[src/rtl/esb_pair_pkg.sv]
`timescale 1ns/1ps
package esb_pair_pkg;

  typedef enum logic [2:0] {
    OP_NONE,
    OP_LD_EOI,
    OP_GET,
    OP_SET,
    OP_TRIG,
    OP_ST_EOI,
    OP_INJECT
  } esbOp_e;

  // Strobes from the decoder to the state datapath
  typedef struct packed {
    logic       go;
    logic       isLoad;
    logic       escPage;
    esbOp_e     op;
    logic [1:0] setVal;
  } esbStrobe_t;

  // Returns {notify, nextState}
  function automatic logic [2:0] pqTrigger(input logic [1:0] pq);
    case (pq)
      2'b00:   pqTrigger = {1'b1, 2'b10};
      2'b01:   pqTrigger = {1'b0, 2'b01};
      default: pqTrigger = {1'b0, 2'b11};
    endcase
  endfunction

  function automatic logic [2:0] pqEoi(input logic [1:0] pq);
    if (pq == 2'b11) pqEoi = {1'b1, 2'b10};
    else             pqEoi = {1'b0, 2'b00};
  endfunction

endpackage

[src/rtl/esb_pair_decode.sv]
`timescale 1ns/1ps
module esb_pair_decode
  import esb_pair_pkg::*;
#(
  parameter int ADDR_W     = 20,
  parameter int PAGE_SHIFT = 12,
  parameter int NUM_DESC   = 8,
  parameter logic [NUM_DESC-1:0] DESC_VALID = '1,
  parameter int IDX_W      = 3
) (
  input  logic              clk,
  input  logic              rstN,
  input  logic              reqValid,
  input  logic              reqWrite,
  input  logic [ADDR_W-1:0] reqAddr,
  input  logic [1:0]        reqSize,
  output esbStrobe_t        strb,
  output logic [IDX_W-1:0]  descIdx
);
  localparam int FULL_W = ADDR_W - PAGE_SHIFT - 1;
  localparam logic [FULL_W-1:0] NUM_L = FULL_W'(NUM_DESC);

  logic [FULL_W-1:0] fullIdx;
  logic [3:0]        offHi;
  logic              escSel;
  logic              descOk;
  logic              sizeOk;
  logic              unusedAddrLow;
  esbOp_e            opSel;

  assign fullIdx       = reqAddr[ADDR_W-1:PAGE_SHIFT+1];
  assign offHi         = reqAddr[11:8];
  assign escSel        = reqAddr[PAGE_SHIFT];
  assign unusedAddrLow = ^reqAddr[PAGE_SHIFT-1:8] ^ ^reqAddr[7:0];
  assign descIdx       = fullIdx[IDX_W-1:0];
  assign descOk        = (fullIdx < NUM_L) && DESC_VALID[descIdx];
  assign sizeOk        = (reqSize == 2'd3);

  always_comb begin
    opSel = OP_NONE;
    if (sizeOk && descOk) begin
      if (!reqWrite) begin
        if (!offHi[3])      opSel = OP_LD_EOI;
        else if (!offHi[2]) opSel = OP_GET;
        else                opSel = OP_SET;
      end else begin
        case (offHi[3:2])
          2'b00:   opSel = OP_TRIG;
          2'b01:   opSel = OP_ST_EOI;
          2'b10:   opSel = escSel ? OP_NONE : OP_INJECT;
          default: opSel = OP_NONE;
        endcase
      end
    end
  end

  always_comb begin
    strb.go      = reqValid;
    strb.isLoad  = !reqWrite;
    strb.escPage = escSel;
    strb.op      = opSel;
    strb.setVal  = offHi[1:0];
  end

  // inject is never issued for an escalation page
  a_r6_esc_inject_refused: assert property (@(posedge clk) disable iff (!rstN)
    (reqValid && reqWrite && reqAddr[PAGE_SHIFT] && reqAddr[11:10] == 2'b10)
      |-> strb.op != OP_INJECT);

  // accesses of the wrong size decode to no operation
  a_r8_size_refused: assert property (@(posedge clk) disable iff (!rstN)
    (reqValid && reqSize != 2'd3) |-> strb.op == OP_NONE);

endmodule

[src/rtl/esb_pair_state.sv]
`timescale 1ns/1ps
module esb_pair_state
  import esb_pair_pkg::*;
#(
  parameter int NUM_DESC = 8,
  parameter int IDX_W    = 3
) (
  input  logic             clk,
  input  logic             rstN,
  input  esbStrobe_t       strb,
  input  logic [IDX_W-1:0] descIdx,
  output logic             rspValid,
  output logic [63:0]      rspData,
  output logic             fwdValid,
  output logic [IDX_W-1:0] fwdDesc,
  output logic             fwdEsc
);
  logic [1:0] pqNtf [NUM_DESC];
  logic [1:0] pqEsc [NUM_DESC];
  logic [1:0] curPq;
  logic [1:0] nextPq;
  logic [1:0] retVal;
  logic       ntf;
  logic       wrEn;

  assign curPq = strb.escPage ? pqEsc[descIdx] : pqNtf[descIdx];

  always_comb begin
    nextPq = curPq;
    retVal = curPq;
    ntf    = 1'b0;
    case (strb.op)
      OP_LD_EOI: begin
        {ntf, nextPq} = pqEoi(curPq);
        retVal        = {1'b0, ntf};
      end
      OP_SET:    nextPq = strb.setVal;
      OP_TRIG:   {ntf, nextPq} = pqTrigger(curPq);
      OP_ST_EOI: {ntf, nextPq} = pqEoi(curPq);
      OP_INJECT: ntf = 1'b1;
      default:   ;
    endcase
  end

  // Only a changed value is written back
  assign wrEn = strb.go && (nextPq != curPq);

  for (genvar i = 0; i < NUM_DESC; i++) begin : g_entry
    always_ff @(posedge clk or negedge rstN) begin
      if (!rstN) begin
        pqNtf[i] <= 2'b00;
        pqEsc[i] <= 2'b00;
      end else if (wrEn && descIdx == IDX_W'(i)) begin
        if (strb.escPage) pqEsc[i] <= nextPq;
        else              pqNtf[i] <= nextPq;
      end
    end
  end

  always_ff @(posedge clk or negedge rstN) begin
    if (!rstN) begin
      rspValid <= 1'b0;
      rspData  <= '0;
      fwdValid <= 1'b0;
      fwdDesc  <= '0;
      fwdEsc   <= 1'b0;
    end else begin
      rspValid <= strb.go;
      if (strb.go && strb.isLoad)
        rspData <= (strb.op == OP_NONE) ? '1 : {6'b0, retVal, 56'b0};
      else
        rspData <= '0;
      fwdValid <= strb.go && !strb.isLoad && ntf;
      fwdDesc  <= descIdx;
      fwdEsc   <= strb.escPage;
    end
  end

  // every request is answered on the next edge
  a_r9_rsp_follows: assert property (@(posedge clk) disable iff (!rstN)
    strb.go |=> rspValid);

  // loads never forward
  a_r11_load_no_fwd: assert property (@(posedge clk) disable iff (!rstN)
    (strb.go && strb.isLoad) |=> !fwdValid);

  // trigger on state 01 is blocked
  a_r2_trig_blocked: assert property (@(posedge clk) disable iff (!rstN)
    (strb.go && strb.op == OP_TRIG && curPq == 2'b01) |=> !fwdValid);

  // store EOI on 11 forwards
  a_r3_eoi_pending: assert property (@(posedge clk) disable iff (!rstN)
    (strb.go && strb.op == OP_ST_EOI && curPq == 2'b11) |=> fwdValid);

  // inject on a notification page forwards
  a_r6_inject_fwd: assert property (@(posedge clk) disable iff (!rstN)
    (strb.go && strb.op == OP_INJECT) |=> fwdValid);

endmodule

[src/rtl/esb_pair_ctl.sv]
`timescale 1ns/1ps
module esb_pair_ctl
  import esb_pair_pkg::*;
#(
  parameter int ADDR_W     = 20,
  parameter int PAGE_SHIFT = 12,
  parameter int NUM_DESC   = 8,
  parameter logic [NUM_DESC-1:0] DESC_VALID = 8'b1011_1111,
  localparam int IDX_W     = (NUM_DESC > 1) ? $clog2(NUM_DESC) : 1
) (
  input  logic              clk,
  input  logic              rstN,
  input  logic              reqValid,
  input  logic              reqWrite,
  input  logic [ADDR_W-1:0] reqAddr,
  input  logic [1:0]        reqSize,
  output logic              rspValid,
  output logic [63:0]       rspData,
  output logic              fwdValid,
  output logic [IDX_W-1:0]  fwdDesc,
  output logic              fwdEsc
);
  if (PAGE_SHIFT != 12 && PAGE_SHIFT != 16) begin : g_bad_page
    $error("esb_pair_ctl: PAGE_SHIFT must be 12 or 16");
  end

  esbStrobe_t       strb;
  logic [IDX_W-1:0] descIdx;

  esb_pair_decode #(
    .ADDR_W(ADDR_W), .PAGE_SHIFT(PAGE_SHIFT), .NUM_DESC(NUM_DESC),
    .DESC_VALID(DESC_VALID), .IDX_W(IDX_W)
  ) u_decode (
    .clk(clk), .rstN(rstN), .reqValid(reqValid), .reqWrite(reqWrite),
    .reqAddr(reqAddr), .reqSize(reqSize), .strb(strb), .descIdx(descIdx)
  );

  esb_pair_state #(.NUM_DESC(NUM_DESC), .IDX_W(IDX_W)) u_state (
    .clk(clk), .rstN(rstN), .strb(strb), .descIdx(descIdx),
    .rspValid(rspValid), .rspData(rspData), .fwdValid(fwdValid),
    .fwdDesc(fwdDesc), .fwdEsc(fwdEsc)
  );

endmodule

[config.mk]
export PLATFORM = sky130hd
export DESIGN_NAME = esb_pair_ctl
export DESIGN_NICKNAME = d
export VERILOG_FILES = /design/src/rtl/esb_pair_pkg.sv /design/src/rtl/esb_pair_decode.sv /design/src/rtl/esb_pair_state.sv /design/src/rtl/esb_pair_ctl.sv
export SDC_FILE = /design/constraint.sdc
export NUM_CORES = 1
export LEC_CHECK = 0
export BUFFER_PORTS_ARGS = -buffer_cell sky130_fd_sc_hd__buf_2
export CORE_MARGIN = 5
export CORE_UTILIZATION = 45
export CTS_CLUSTER_DIAMETER = 60
export DETAILED_ROUTE_END_ITERATION = 10
export GPL_TIMING_DRIVEN = 0
export HOLD_SLACK_MARGIN = 0.08
export PLACE_DENSITY = 0.72
export RECOVER_POWER = 100
export SETUP_SLACK_MARGIN = 0.15
export SYNTH_ARGS = -nofsm -noshare
export SYNTH_HDL_FRONTEND = slang
export SYNTH_HIERARCHICAL = 1
export SYNTH_SLANG_ARGS = --single-unit
[constraint.sdc]
create_clock -name clk -period 3.6 [get_ports clk]
set_clock_uncertainty 0.15 [all_clocks]
set_input_delay 0.54 -clock clk [delete_from_list [all_inputs] [get_ports clk]]
set_output_delay 0.54 -clock clk [all_outputs]
set_load 0.01 [all_outputs]
* Yosys cells after proc, flatten, opt, wreduce, memory -nomap -nowiden
Memory sizes are Yosys's and may differ from the RTL's.
Cells that the tools add are included.
** Word-level totals
- Bits of input ports :: 26
- Register bits after elaboration :: 102
- Memories kept :: 1
- ROM bits :: 8
- Logic and storage cells :: 102
- Output and inout bits :: 70
** Cells by class
- Mux-type cells :: 21
- Eq/ne operators :: 18
- Magnitude comparators :: 3
- Bitwise logic cells :: 2
- Reductions and logical operators :: 36
** Memory list
- (no name shown) :: words 8, bits a word 1, read ports 1, clocked after Yosys merged registers in 0, wr ports 0, line esb_pair_decode.sv:36 : assign descOk = (fullIdx < NUM_L) && DESC_VALID[descIdx];
** Operator list (number)
- $mux W64 :: 2
- $reduce_and A2 Y1 :: 16
- $eq A3 B3 Y1 const B :: 7
- $mux W3 :: 5
- $logic_and A1 B1 Y1 :: 14
- $bmux W2 S3 :: 2
- $mux W2 :: 6
- $eq A3 B2 Y1 const B :: 3
- $pmux W3 S3 :: 1
- $lt A7 B4 Y1 const B :: 1
- $eq A2 B2 Y1 const B :: 3
- $eq A3 B1 Y1 const B :: 2
- $logic_not A3 Y1 :: 2
- $pmux W2 S3 :: 1
- $pmux W3 S2 :: 1
- $eq A2 B1 Y1 const B :: 2
- $ge A4 B4 Y1 const B :: 1
- $logic_not A2 Y1 :: 2
- $lt A3 B4 Y1 const B :: 1
- $not A3 Y4 :: 1
- $pmux W1 S3 :: 1
- $mux W1 :: 2
- $ne A2 B2 Y1 :: 1
- $reduce_or A2 Y1 :: 1
- 2 further kinds :: 2

* Logic depth before layout (Yosys ltp)
- Depth after elaboration :: 12
- Gate-level depth with buffers :: 10
- Mapped depth without buffers :: 9

* Cells and area by module
The synthesis kept the hierarchy.
** By module, submodules not included
- esb_pair_state :: cells each 306, area each 2972.9 µm², instances 1, seq. area each 1026.0 µm²
- esb_pair_decode :: cells each 20, area each 125.1 µm², instances 1, seq. area each 0.0 µm²

* Least setup slack after synthesis
No wires, ideal clock.
- Kind :: input-to-reg
- From :: input port reqAddr[13]
- To :: register u_state/pqNtf[5] in the netlist's numbering
- Path buffers :: 4
- Path slack :: 0.525 ns
- Setup time :: 0.143 ns
- Cell stages on the path :: 10
- Data required time :: 3.307 ns
- Data arrival time :: 2.782 ns
- Cells stage by stage :: buf_4 > buf_6 > buf_8 > mux4_1 > a2bb2oi_1 > a32oi_4 > mux2_4 > buf_4 > o31ai_1 > a32oi_1
** Between the ends
- Longest elaborated chain between the ends :: 12
- Elaborated cells between the ends (all ways) :: 30
- Classes of those cells :: order compare (1); eq/ne (8); mux (12); bitwise (1); reduce/logical (7); memory (1)
** Ends and longest elaborated chain
- start, declared :: line esb_pair_ctl.sv:15 : input logic [ADDR_W-1:0] reqAddr,
- $mem_v2 Z8 W1 / $not A3 Y4 (equally long branches)
- $mux W1 (not written as such) / $bmux W2 S3 (equally long branches) :: line esb_pair_decode.sv:36, esb_pair_state.sv:26
- $logic_and A1 B1 Y1 / $mux W2 (equally long branches) :: line esb_pair_decode.sv:36, esb_pair_state.sv:26
- $logic_and A1 B1 Y1 / $mux W2 (equally long branches) :: line esb_pair_decode.sv:41, esb_pair_state.sv:26
- $mux W3 / $mux W2 (equally long branches) :: line esb_pair_decode.sv:41, esb_pair_state.sv:26
- $eq A3 B1 Y1, or another cell as far along :: line esb_pair_state.sv:32 : case (strb.op)
- $reduce_or A2 Y1 (no source line), or another cell as far along
- $pmux W2 S3 :: line esb_pair_state.sv:32
- $ne A2 B2 Y1 :: line esb_pair_state.sv:46 : assign wrEn = strb.go && (nextPq != curPq);
- $logic_and A1 B1 Y1 :: line esb_pair_state.sv:46
- $logic_and A1 B1 Y1 :: line esb_pair_state.sv:53 : end else if (wrEn && descIdx == IDX_W'(i)) begin
- $reduce_and A2 Y1 (no source line)
- end signal, assigned by index :: line esb_pair_state.sv:55 : else pqNtf[i] <= nextPq;
- end, declared :: line esb_pair_state.sv:18 : logic [1:0] pqNtf [NUM_DESC];
Several ways; a longest one is shown, not always the timed one. The select of a mux whose other input is x is not followed.
A chain may end at the register's enable or synchronous reset.

* Worst setup path in the final report
- From :: input port reqAddr[14]
- To :: register u_state/pqEsc[5] in the netlist's numbering
** Between the ends
- Longest elaborated chain between the ends :: 12
- Elaborated cells between the ends (all ways) :: 30
- Classes of those cells :: order compare (1); eq/ne (8); mux (12); bitwise (1); reduce/logical (7); memory (1)
** Ends and longest elaborated chain
- $mem_v2 Z8 W1 / $not A3 Y4 (equally long branches)
- $mux W1 (not written as such) / $bmux W2 S3 (equally long branches) :: line esb_pair_decode.sv:36, esb_pair_state.sv:26
- $logic_and A1 B1 Y1 / $mux W2 (equally long branches) :: line esb_pair_decode.sv:36, esb_pair_state.sv:26
- $logic_and A1 B1 Y1 / $mux W2 (equally long branches) :: line esb_pair_decode.sv:41, esb_pair_state.sv:26
- $mux W3 / $mux W2 (equally long branches) :: line esb_pair_decode.sv:41, esb_pair_state.sv:26
- $eq A3 B1 Y1, or another cell as far along :: line esb_pair_state.sv:32
- $reduce_or A2 Y1 (no source line), or another cell as far along
- $pmux W2 S3 :: line esb_pair_state.sv:32
- $ne A2 B2 Y1 :: line esb_pair_state.sv:46
- $logic_and A1 B1 Y1 :: line esb_pair_state.sv:46
- $logic_and A1 B1 Y1 :: line esb_pair_state.sv:53
- $reduce_and A2 Y1 (no source line)
- end signal, assigned by index :: line esb_pair_state.sv:54 : if (strb.escPage) pqEsc[i] <= nextPq;
- end, declared :: line esb_pair_state.sv:19 : logic [1:0] pqEsc [NUM_DESC];
Several ways; a longest one is shown, not always the timed one. The select of a mux whose other input is x is not followed.

==> reports/qor.yml <==
outcome:
  status: "finished with violations"
  violations: "capacitance limit, slew limit"
floorplanning:
  die_y_um: 93.0
  dieWidth_um: 93.0
  rows: 30
  coreArea_um2: 6760
  start_util_pct: 45.9
  die_area_um2: 8640
  io_pins: 96
grt:
  overflow: 0
  antenna_found_initial: 0
  grt_max_degree: 63
  first_global_vias: 2521
  grt_use_total_pct: 18.6
  grt_pass1_wl_mm: 12.9
cells_and_area:
  final_cell_mix: "79 x buf_2, 61 x clkbuf_4, 41 x dfrtp_1"
  finalCoreUtilization_pct: 54.7
  diodes: 0
  layout-drive-gt1-share_pct: 40.2
  areaGrowthSynthToFinish_pct: 19.3
  fin_nets: 443
  final_common_cell: "buf_2"
yosys:
  ys_seq_elements: 41
  syn_nets: 352
  synth.distinct_cells: 49
  synth_edf_count: 0
  synthFlopType: "dfrtp_1"
  yosysWarnings: 6
  ys_seq_area_share_pct: 33.1
  avgSynthCellArea_um2: 9.50
  synth_area_um2: 3100
  syn_inst: 326
  async_flop_share_pct: 100
timing:
  fin_crit_ps: 3410
  worst_pin_slew_ps: 2190
  fin_ws_ps: 193
  setup_viol: 0
  slew_violations: 42
  final_hold_viol_count: 0
  min_period_over_period_pct: 94.6
  rsz0062_at_grt: "false"
  max_freq_mhz: 294
  fin_tns_setup_ps: 0
  max-slew-margin-rel_pct: -45.8
placement:
  gp_congestion: 0.916
  place_ws_ps: 37.7
  io_buffers: 84
  hpwl_mm: 6.05
route:
  routedWlPerCell_um: 16.1
  vias_per_cell: 5.47
  first_pass_iters: 4
  ant_nets: 0
  via_count: 2725
  finalWirelength_mm: 8.04
  drcViolationCount: 0
  drtIter0Drc: 215
clock_tree:
  clock-sinks: 41
  cts_tree: "done"
  cts_resized: 0
  clock_latency_ps: 300
  postCtsSetupBuffers: 0
  path_clk_slew_ps: 80
  root_buffer: "clkbuf_8"
  htree_levels: 2
  cts_buffers: 5
  clock_path_buffers: 2
  cts_hold_buf: 0
worst_hold_path:
  holdPathStages: 1
  hold_path_class: "primary input to register"
power_and_ir_drop:
  p_comb_share_pct: 21.3
  p_per_area_nw_per_um2: 300
  irDropWorstVdd_mv: 0.166
  p_seq_share_pct: 44.1
  power_frac_clock_pct: 34.6
  leakage_uw: 0.00192
  p_int_uw: 815
  switchingPower_uw: 294
  p_sw_share_pct: 26.5
worst_setup_path:
  start_kind: "primary input"
  path_class: "primary input to register"
  reg2regPathDepth: 7
  end_kind: "register"
  critical_path_required_ps: 3590
  cp_max_fo: 10
  arrival_ps: 3400
flow_run:
  drv_cap: 1
-- synth_stat cells (3+ instances only) --
master / instances / share of area [%]
nand3b_1: 3 / 0.73
nand2_1: 13 / 1.6
nor2_1: 21 / 2.5
a2111oi_0: 4 / 1.1
or3_1: 3 / 0.61
nor4_1: 8 / 1.6
nor3_1: 5 / 0.81
mux2i_1: 8 / 2.6
a21o_1: 3 / 0.73
buf_2: 5 / 0.81
a22oi_1: 4 / 0.97
dfrtp_1: 41 / 33
a32oi_1: 27 / 7.6
o31ai_1: 16 / 3.9
clkbuf_1: 4 / 0.48
mux4_1: 5 / 4.2
buf_6: 4 / 1.5
a21oi_1: 3 / 0.48
inv_1: 38 / 4.6
nor3b_1: 5 / 1.2
o21ai_0: 3 / 0.48
buf_4: 69 / 17
nand2b_1: 3 / 0.61
-- power groups by stage --
stage / combinational, µW / sequential [µW] / clock, µW
detailed placement: 243 / 499 / 0
finish: 236 / 489 / 383
floorplan: 159 / 499 / 0
CTS: 244 / 490 / 389
global route: 257 / 492 / 415
global placement: 244 / 498 / 0
-- per-stage QoR --
stage | power, µW | hold slack [ps] | cell area, µm² | cells
6_report | 1110 | 336 | 3700 | 498
5_1_grt | 1160 | 345 | 3700 | 498
4_1_cts | 1120 | 252 | 3740 | 498
3_5_place_dp | 743 | 351 | 3620 | 490
3_3_place_gp | 742 | 350 | 3620 | 490
2_1_floorplan | 658 | 94.4 | 3100 | 326
-- cells by family after synthesis --
family	Yosys count	share of synthesized area (%)
compound gates	73	19.9
fa+ha+maj	1	0.323
buf+inv	121	24.6
flops	41	33.1
mux	18	9.57
simple gates	72	12.6
-- worst paths after layout --
| path | slack (ps) | endpoint | from |
|---|---|---|---|
| setup / recovery | 190 | u_state/pqEsc[5] | reqAddr[14] |
| hold / removal | 340 | u_state/rspValid | reqValid |
| min in group asynchronous | 730 | u_state/pqEsc[4] | rstN |
| setup reg to reg | 690 | u_state/pqEsc[7] | u_state/pqNtf[12] |
| hold reg to reg | 360 | u_state/pqEsc[12] | u_state/pqEsc[12] |
| max in group asynchronous | 1320 | u_state/pqEsc[13] | rstN |
-- routing by layer --
layer  GRT usage (%)  up-vias  wire, µm  share of wire, %
li1                -     1305         -                 -
met1            24.6     1263      3450                43
met2            29.6      140      3520                44
met3            4.75       17       887                11
met4            6.47        0       190               2.4
met5               0        -         0                 0
-- layout make-up --
type	instances	area, µm²
Buffer	83	599
Clock buffer	7	86.3
Clock inverter	1	30.0
Fill cell	635	3060
Inverter	38	143
Multi-Input combinational cell	164	1310
Sequential cell	41	1030
Tap cell	80	100
Timing Repair Buffer	84	408
-- critical path: stages --
cell	delay, ps
clkbuf_1	90
clkbuf_1	400
buf_2	350
mux4_1	380
a2bb2oi_1	200
a32oi_4	360
mux2i_1	250
a2111oi_0	650
a22oi_1	150
-- sequential cells by signal (all words and copies together) (netlist names) --
register and cells:
u_state/pqEsc 16, u_state/pqNtf 16, u_state/fwdDesc 3, u_state/rspData 3, u_state/fwdEsc 1, u_state/fwdValid 1
u_state/rspValid 1
(Power assumes the default switching activity.)
